## config.mk

```make
export PLATFORM = sky130hd
export DESIGN_NAME = uart_tx_biterr_mon
export DESIGN_NICKNAME = d
export VERILOG_FILES = /design/src/rtl/biterr_pkg.sv /design/src/rtl/biterr_sync.sv /design/src/rtl/biterr_sampler.sv /design/src/rtl/biterr_regs.sv /design/src/rtl/uart_tx_biterr_mon.sv
export SDC_FILE = /design/constraint.sdc
export NUM_CORES = 1
export LEC_CHECK = 0
export ABC_AREA = 1
export BUFFER_PORTS_ARGS = -buffer_cell sky130_fd_sc_hd__buf_2
export CAP_MARGIN = 20
export CORE_MARGIN = 8
export CORE_UTILIZATION = 45
export CTS_BUF_LIST = sky130_fd_sc_hd__clkbuf_16
export CTS_CLUSTER_SIZE = 20
export DETAILED_ROUTE_END_ITERATION = 6
export PLACE_DENSITY = 0.75
export REMOVE_ABC_BUFFERS = 1
export SETUP_SLACK_MARGIN = 0.3
export SLEW_MARGIN = 5
export SYNTH_ARGS = -nofsm -noshare
export SYNTH_HDL_FRONTEND = slang
export SYNTH_SLANG_ARGS = --single-unit
```

## constraint.sdc

```tcl
create_clock -name clk -period 1.5 [get_ports clk]
set_input_delay 0.075 -clock clk [delete_from_list [all_inputs] [get_ports clk]]
set_output_delay 0.075 -clock clk [all_outputs]
set_load 0.05 [all_outputs]
```

## src/rtl/biterr_pkg.sv

```systemverilog
package biterr_pkg;

    typedef enum logic [1:0] {
        BEM_OFF  = 2'b00,
        BEM_MID  = 2'b01,
        BEM_LATE = 2'b10,
        BEM_RSVD = 2'b11
    } bem_mode_e;

    localparam int REG_W = 8;

endpackage

```

## src/rtl/biterr_sync.sv

```systemverilog
module biterr_sync #(
    parameter int   STAGES  = 2,
    parameter logic RST_VAL = 1'b1
) (
    input  logic clk,
    input  logic rst_n,
    input  logic din,
    output logic dout
);

    logic [STAGES-1:0] chain_d, chain_q;

    always_comb begin
        chain_d[0] = din;
        for (int i = 1; i < STAGES; i++) begin
            chain_d[i] = chain_q[i-1];
        end
    end

    always_ff @(posedge clk or negedge rst_n) begin
        if (!rst_n) chain_q <= {STAGES{RST_VAL}};
        else        chain_q <= chain_d;
    end

    assign dout = chain_q[STAGES-1];

endmodule

```

## src/rtl/biterr_sampler.sv

```systemverilog
module biterr_sampler
    import biterr_pkg::*;
#(
    parameter int TICKS     = 16,
    parameter int MID_TICK  = 9,
    parameter int LATE_TICK = 13
) (
    input  logic      clk,
    input  logic      rst_n,
    input  logic      tick16,
    input  logic      bit_start,
    input  logic      tx_active,
    input  logic      tx_bit,
    input  logic      rx_sync,
    input  bem_mode_e mode,
    output logic      err_hit
);

    localparam int CNT_W = $clog2(TICKS + 1);

    typedef struct packed {
        logic [CNT_W-1:0] cnt;
    } smp_state_t;

    smp_state_t       st_d, st_q;
    logic [CNT_W-1:0] tick_idx;
    logic [CNT_W-1:0] target;
    logic             sample_now;

    always_comb begin
        st_d = st_q;
        // number this tick would carry; saturates at the last tick
        tick_idx = (st_q.cnt == CNT_W'(TICKS)) ? CNT_W'(TICKS) : st_q.cnt + 1'b1;
        case (mode)
            BEM_MID:  target = CNT_W'(MID_TICK);
            BEM_LATE: target = CNT_W'(LATE_TICK);
            default:  target = '0;
        endcase
        if (bit_start) begin
            st_d.cnt = '0;
        end else if (tick16) begin
            st_d.cnt = tick_idx;
        end
        sample_now = tick16 && !bit_start && (target != '0) && (tick_idx == target);
        err_hit    = sample_now && tx_active && (rx_sync != tx_bit);
    end

    always_ff @(posedge clk or negedge rst_n) begin
        if (!rst_n) st_q <= '0;
        else        st_q <= st_d;
    end

    a_r7_restart : assert property (@(posedge clk) disable iff (!rst_n)
        bit_start |=> (st_q.cnt == '0));

    a_r7_saturate : assert property (@(posedge clk) disable iff (!rst_n)
        st_q.cnt <= CNT_W'(TICKS));

endmodule

```

## src/rtl/biterr_regs.sv

```systemverilog
module biterr_regs
    import biterr_pkg::*;
#(
    parameter int          ADDR_W    = 3,
    parameter logic [31:0] CTRL_ADDR = 32'h2,
    parameter logic [31:0] STAT_ADDR = 32'h3
) (
    input  logic              clk,
    input  logic              rst_n,
    input  logic              alt_map,
    input  logic              bus_we,
    input  logic [ADDR_W-1:0] bus_addr,
    input  logic [REG_W-1:0]  bus_wdata,
    input  logic              err_hit,
    output logic [REG_W-1:0]  bus_rdata,
    output bem_mode_e         mode,
    output logic              brk_en,
    output logic              flag
);

    typedef struct packed {
        bem_mode_e mode;
        logic      brk;
        logic      flag;
    } reg_state_t;

    reg_state_t st_d, st_q;
    logic       hit_ctrl, hit_stat, ctrl_wr, clr_req;

    always_comb begin
        hit_ctrl = (bus_addr == ADDR_W'(CTRL_ADDR));
        hit_stat = (bus_addr == ADDR_W'(STAT_ADDR));
        ctrl_wr  = bus_we && hit_ctrl && alt_map;
        clr_req  = bus_we && hit_stat && bus_wdata[0];

        st_d = st_q;
        if (ctrl_wr) begin
            st_d.mode = bem_mode_e'(bus_wdata[2:1]);
            st_d.brk  = bus_wdata[0];
        end
        // a fresh error outranks a clear in the same cycle
        if (err_hit)      st_d.flag = 1'b1;
        else if (clr_req) st_d.flag = 1'b0;

        bus_rdata = '0;
        if (hit_ctrl && alt_map) bus_rdata = {{(REG_W-3){1'b0}}, st_q.mode, st_q.brk};
        else if (hit_stat)       bus_rdata = {{(REG_W-1){1'b0}}, st_q.flag};
    end

    always_ff @(posedge clk or negedge rst_n) begin
        if (!rst_n) st_q <= '{mode: BEM_OFF, brk: 1'b0, flag: 1'b0};
        else        st_q <= st_d;
    end

    assign mode   = st_q.mode;
    assign brk_en = st_q.brk;
    assign flag   = st_q.flag;

    a_r3_unmapped_write : assert property (@(posedge clk) disable iff (!rst_n)
        (bus_we && hit_ctrl && !alt_map) |=> ($stable(st_q.mode) && $stable(st_q.brk)));

    a_r9_sticky : assert property (@(posedge clk) disable iff (!rst_n)
        (st_q.flag && !clr_req) |=> st_q.flag);

    a_r9_set_wins : assert property (@(posedge clk) disable iff (!rst_n)
        err_hit |=> st_q.flag);

    a_r2_reserved_zero : assert property (@(posedge clk) disable iff (!rst_n)
        hit_ctrl |-> (bus_rdata[REG_W-1:3] == '0));

endmodule

```

## src/rtl/uart_tx_biterr_mon.sv

```systemverilog
module uart_tx_biterr_mon
    import biterr_pkg::*;
#(
    parameter int TICKS     = 16,
    parameter int MID_TICK  = 9,
    parameter int LATE_TICK = 13,
    parameter int SYNC_LEN  = 2,
    parameter int ADDR_W    = 3
) (
    input  logic              clk,
    input  logic              rst_n,
    input  logic              tick16,
    input  logic              bit_start,
    input  logic              tx_active,
    input  logic              tx_bit,
    input  logic              rx_pin,
    input  logic              alt_map,
    input  logic              bus_we,
    input  logic [ADDR_W-1:0] bus_addr,
    input  logic [7:0]        bus_wdata,
    output logic [7:0]        bus_rdata,
    output logic              bit_err,
    output logic              brk_en
);

    logic      rx_sync;
    logic      err_hit;
    bem_mode_e mode;

    biterr_sync #(.STAGES(SYNC_LEN), .RST_VAL(1'b1)) i_sync (
        .clk  (clk),
        .rst_n(rst_n),
        .din  (rx_pin),
        .dout (rx_sync)
    );

    biterr_sampler #(.TICKS(TICKS), .MID_TICK(MID_TICK), .LATE_TICK(LATE_TICK)) i_sampler (
        .clk      (clk),
        .rst_n    (rst_n),
        .tick16   (tick16),
        .bit_start(bit_start),
        .tx_active(tx_active),
        .tx_bit   (tx_bit),
        .rx_sync  (rx_sync),
        .mode     (mode),
        .err_hit  (err_hit)
    );

    biterr_regs #(.ADDR_W(ADDR_W)) i_regs (
        .clk      (clk),
        .rst_n    (rst_n),
        .alt_map  (alt_map),
        .bus_we   (bus_we),
        .bus_addr (bus_addr),
        .bus_wdata(bus_wdata),
        .err_hit  (err_hit),
        .bus_rdata(bus_rdata),
        .mode     (mode),
        .brk_en   (brk_en),
        .flag     (bit_err)
    );

    // the flag only rises after an enabled mode saw an active transmitter
    a_r6_rise_cause : assert property (@(posedge clk) disable iff (!rst_n)
        $rose(bit_err) |-> ($past(tx_active) && ($past(mode) == BEM_MID || $past(mode) == BEM_LATE)));

endmodule

```

Word level (Yosys, flattened, before mapping)
Index checks and enable logic that the tools add are counted.
{"block": "op_classes", "reduce_logical": 14, "add_sub_neg": 1, "muxes": 8, "eq_ne": 7}
{"op": "two-way mux 5 bit", "count": 3}
{"op": "logical AND 1 bit", "count": 10}
{"op": "two-way mux 8 bit", "count": 1}
{"op": "case mux 4 bit (2 select lines)", "count": 1}
{"op": "equality test 3 x 2 -> 1 bit (second input constant)", "count": 2}
{"op": "adder 5 x 1 -> 5 bit (second input constant)", "count": 1}
{"op": "equality test 5 x 4 -> 1 bit", "count": 1}
{"op": "equality test 5 bit (second input constant)", "count": 1}
{"op": "nonzero test 5 bit", "count": 1}
{"op": "nonzero test 2 bit", "count": 2}
{"op": "two-way mux 1 bit", "count": 3}
{"op": "equality test 2 x 1 -> 1 bit (second input constant)", "count": 1}
{"op": "equality test 2 bit (second input constant)", "count": 1}
{"op": "zero test 1 bit", "count": 1}
{"op": "!= test 1 bit", "count": 1}
{"block": "totals", "output_inout_bits": 10, "word_cells": 35, "inputBits": 20, "regBits": 11}

Depth between registers and ports, before layout
{"block": "logic_depth", "word_depth": 8, "depth_mapped": 10, "ltp_nobuf": 10}

By module
A second synthesis with hierarchy kept.
{"block": "hier_totals", "hier_cells": 98, "hier_area_um2": 709.4}
{"module": "biterr_sampler", "seq_area_each_um2": 125.1, "instances": 1, "cells_each": 57, "area_per_inst_um2": 384.1}
{"module": "biterr_regs", "seq_area_each_um2": 100.1, "instances": 1, "cells_each": 39, "area_per_inst_um2": 272.8}
{"module": "biterr_sync", "seq_area_each_um2": 52.6, "instances": 1, "cells_each": 2, "area_per_inst_um2": 52.6}

Least setup slack after synthesis
OpenSTA, ideal clock, no wires.
{"block": "synth_path", "path_kind": "flip-flop to output port", "start": "register i_regs.st_q (netlist bit i_regs.brk_en)", "end": "output port bus_rdata[0]", "path_stages_with_launch": 3, "path_slack_ps": -81, "required_time_ps": 1425, "arrival_ps": 1506, "path_buffers": 0, "path_cell_list": "dfrtp_1 inv_1 o22ai_1"}
{"block": "synth_via", "elab_chain_cells": 1}
{"element": "from (decl)", "line": "biterr_regs.sv:27", "text": "reg_state_t st_d, st_q;"}
{"element": "from (signal assigned)", "line": "biterr_regs.sv:51", "text": "if (!rst_n) st_q <= '{mode: BEM_OFF, brk: 1'b0, flag: 1'b0};"}
{"element": "from (signal assigned)", "line": "biterr_regs.sv:52", "text": "else st_q <= st_d;"}
{"element": "two-way mux 8 bit", "line": "biterr_regs.sv:46", "text": "if (hit_ctrl && alt_map) bus_rdata = {{(REG_W-3){1'b0}}, st_q.mode, st_q.brk};"}
{"element": "to (decl)", "line": "uart_tx_biterr_mon.sv:21", "text": "output logic [7:0] bus_rdata,"}
No other way between the ends.

Worst setup path in the final report
{"block": "layout_path", "start": "register i_sampler.st_q[0] in the netlist's numbering", "end": "register i_regs.st_q (netlist bit i_regs.flag)"}
{"block": "layout_via", "elab_chain_cells": 7, "word_cells_on_any_way": 9, "cone_classes": "1 x add/sub; 2 x eq/ne; 2 x mux; 4 x reduce/logical"}
{"element": "from (decl)", "line": "biterr_sampler.sv:25", "text": "smp_state_t st_d, st_q;"}
{"element": "from (signal assigned)", "line": "biterr_sampler.sv:50", "text": "else st_q <= st_d;"}
{"element": "adder 5 x 1 -> 5 bit / equality test 5 bit (equally long branches)", "line": "biterr_sampler.sv:33", "text": "tick_idx = (st_q.cnt == CNT_W'(TICKS)) ? CNT_W'(TICKS) : st_q.cnt + 1'b1;"}
{"element": "two-way mux 5 bit *", "line": "biterr_sampler.sv:33"}
{"element": "equality test 5 x 4 -> 1 bit *", "line": "biterr_sampler.sv:44", "text": "sample_now = tick16 && !bit_start && (target != '0) && (tick_idx == target);"}
{"element": "logical AND 1 bit *", "line": "biterr_sampler.sv:44"}
{"element": "logical AND 1 bit * (2 in series)", "line": "biterr_sampler.sv:45", "text": "err_hit = sample_now && tx_active && (rx_sync != tx_bit);"}
{"element": "two-way mux 1 bit / nonzero test 2 bit (equally long branches)"}
Every way passes the cells marked *; elsewhere a longest branch is shown, timed or not.
A chain may end at the register's enable or synchronous reset.

==> results.txt <==
- FF/Latch Area: between 200 and 300 um2
- Hold depth: 3
- The worst-case IR drop observed on VDD is about 0.75 mV.
- Antenna Violating Nets Remaining: 0
- CTS built an H-tree with a depth of 1.
* Antenna Cells: 0
- The path with the worst hold slack has its endpoint at i_regs.mode[0].
- Setup CP Type: reg2reg
- The first detailed-routing pass ran for 4 iterations.
- Synth warn: 0
- Number of global-route vias before repair: between 600 and 700
- Wire length of the first global-routing pass: between 2000 and 3000 um
- Summed over all layers, the global routing overflow is 0.
- List of most frequent post-synthesis cells: inv_1 (19), nand2_1 (19), dfrtp_1 (9), nand3_1 (9), nor2_1 (6)
- Crit Reg-Reg Endpoint: i_regs.flag
- Synthesis handed over a netlist of 95 instances.
- Max Cap Violations: 0
* Final weighted congestion in routability-driven placement: around 0.81
- Number of antenna violations at the first check in global routing: 0
* Synth cell types: 20
* Total setup violations reported at the end of the flow: 0
- The count of cells in the finished layout, fillers not included, comes to roughly 140.
- Across all register-to-register paths, the minimum setup slack is 0.17 ns.
- Number of placement rows: 14
* Hold Crit Class: in2reg
* Cell area after synthesis: just over 700 um2
- Across all layers, the routed design uses ~670 vias.
- Post-DR wirelength/cell: between 10 and 15 um
* Fraction of final layout cells sized beyond drive strength 1: ~38%
* Critical Path End Type: flip-flop
- The synthesized design contains 11 register bits.
- Total instance count after detailed placement: around 130
* Crit path DAT: 1.50 ns
- Number of cell instances on the worst register-to-register path: 9
- In this run the cell area measured after placement is 786 um2.
* Top cell type's share of synthesized area: 32.0%
- From left edge to right edge, the die measures between 50 and 60 um.
- Max Fclk: 754 MHz
- Launch instance of the worst register-to-register path: i_sampler.st_q[0]
- TritonCTS built the clock tree.
* Clock root buffer master: clkbuf_16
* Total of fill cells in the finished design: 127
- Summed over all layers, the routed wires come to 1620 um.
- Worst Setup Slack, final: 0.174 ns
- After routing the design area is ~950 um2.
* CP Max Fanout: 4
- Syn avg cell area: 7.42 um2
* Worst-skew pair later-pin latency: roughly 0.24 ns
- Dpl ws: roughly 0.13 ns
- Number of hold-slack violations in the final timing report: 0
- Power per cell area: 1110 nW/um2
* Half-perimeter wire length after placement: 1140 um
* HP Start: bus_wdata[1]
- Largest net degree at the start of global routing: 12
- After clock tree synthesis, the clock-pin slew on the worst setup and hold paths is approximately 0.040 ns.
- Buffers on Ports: 19
- Main flop type after synthesis: dfrtp_1
- After synthesis, the share of flip-flops with an asynchronous set or reset is 100%.
- Core area: about 1500 um2
- Skew final: 0.000645 ns
* Die area: around 3100 um2
- The initial utilization of the core area, before any placement, comes to between 40% and 50%.
- Portion of the post-synthesis area used by sequential elements: 39.4%
- Post-synth top area cell: dfrtp_1
- The clock period could shrink to 1.33 ns.
- First-iteration detailed-routing DRC count: 9
* Max-slew violation count: 0
- Critical path startpoint category: flip-flop
- Largest cells by area after synthesis: dfrtp_1 (32%), inv_1 (10%), nand2_1 (10%), dfstp_2 (7.5%), nand3_1 (6.4%)
* Number of nets in the finished design: 146
* Unrepaired setup endpoints after global routing: true
- Using the TritonRoute via totals, the vias-per-cell ratio works out to ~4.8.
- The clock passes through at most 2 buffers.
- STA puts the critical path data required time at between 1.5 and 2 ns.
* Total CTS buffers: 3
- Result of the run: complete, no violations
* I/O pins: 30
- After detailed routing, the number of remaining DRC violations is 0.
- Total GRT Usage: 11.4%
* Leak pwr: ~0.5 nW
- In the final layout, the multi-input gates occupy 347 um2.
- In this run, synthesis inferred 0 flip-flops with an integrated enable.
- The clock net in this run drives a total of 11 sinks.
* Area added between synthesis and finish: 34.8%
- After layout, the worst path uses between 80% and 90% of the clock period.
- Die span in y: 55.6 um
[final cells by class]
| type | count | share of cell area [%] |
|---|---|---|
| tap | 16 | 2.11 |
| clock inverter | 1 | 0.395 |
| clock buffer | 3 | 7.91 |
| sequential | 11 | 29.2 |
| inverter | 21 | 8.30 |
| timing repair buffer | 25 | 15.5 |
| multi-input combinational | 61 | 36.5 |
[stage by stage]
step / hold WS, ns / total power, mW / utilization, % / setup TNS [ns]
2_1_floorplan: -0.221 / 0.484 / - / -0.0805
3_3_place_gp: -0.0462 / 0.532 / 52.8 / 0
3_5_place_dp: -0.0440 / 0.536 / 52.8 / 0
4_1_cts: 0.0481 / 1.03 / 61.6 / 0
5_1_grt: 0.0600 / 1.11 / 63.8 / 0
6_report: 0.0456 / 1.05 / 63.8 / 0
[flip-flops by register name, summed over array words and instances, names as in the netlist]
signal	count
i_sampler.st_q	5
i_regs.mode	2
i_sync.chain_q	2
i_regs.brk_en	1
i_regs.flag	1
[layer usage]
| layer | share of wire (%) | routed length [um] | up-vias | track usage, % |
|---|---|---|---|---|
| li1 | - | - | 340 | - |
| met1 | 40 | 651 | 296 | 12.7 |
| met2 | 51 | 825 | 25 | 18.4 |
| met3 | 6.0 | 98 | 5 | 4.11 |
| met4 | 3.0 | 48 | 0 | 6.34 |
| met5 | 0 | 0 | - | 0 |
[repair_timing]
item	CTS	global route
hold buffers	2	0
setup endpoints to repair	1	2
setup buffers	3	1
pin swaps	0	5
resized for setup	4	8
endpoints found under the hold margin	12	0
[cells in the final DEF, fill, tap and decap left out, types with 5 or more instances in the layout]
cell     Yosys  final
dfrtp_1      9      9
nand2_1     19     18
inv_1       19     16
inv_2        1      5
buf_2        0     18
nand3_1      9      8
conb_1       1      5
nor2_2       4      5
o21ai_0      5      5
[where the power goes]
group	internal [mW]	total (mW)	leakage, nW	switching [mW]
logic	0.0804	0.230	0.329	0.150
registers	0.327	0.343	0.139	0.0160
clock network	0.350	0.480	0.0423	0.130
total	0.757	1.05	0.511	0.296
[how the worst max path moves through the flow]
stage / startpoint / end / slack [ns] / depth (start not counted)
2_1_floorplan: i_regs.brk_en / bus_rdata[0] / -0.08 / 2
3_3_place_gp: i_sampler.st_q[0] / i_regs.flag / 0.17 / 9
3_5_place_dp: i_sampler.st_q[0] / i_regs.flag / 0.13 / 9
4_1_cts: i_sampler.st_q[0] / i_regs.flag / 0.19 / 9
5_1_grt: i_sampler.st_q[0] / i_regs.flag / 0.07 / 9
6_report: i_sampler.st_q[0] / i_regs.flag / 0.17 / 9
[kinds of logic (layout without fill, tap and decap cells)]
| group | count (synthesis) | after routing | synth area share (%) |
|---|---|---|---|
| AOI/OAI and AO/OA | 10 | 10 | 7.81 |
| adders and majority gates | 3 | 3 | 5.33 |
| other | 1 | 5 | 0.532 |
| buffers and inverters | 27 | 50 | 18.1 |
| and+or+nand+nor | 43 | 43 | 28.8 |
| DFF | 11 | 11 | 39.4 |
[critical path, cell delays in order, from the launching register on]
cell     delay (ns)
dfrtp_1        0.41
inv_2          0.09
ha_4           0.19
inv_2          0.05
nand2_2        0.04
nor2_2         0.11
nand3_2        0.08
nor3_2         0.16
nand2_1        0.07
nand2_1        0.05
(Power assumes the default switching activity.)
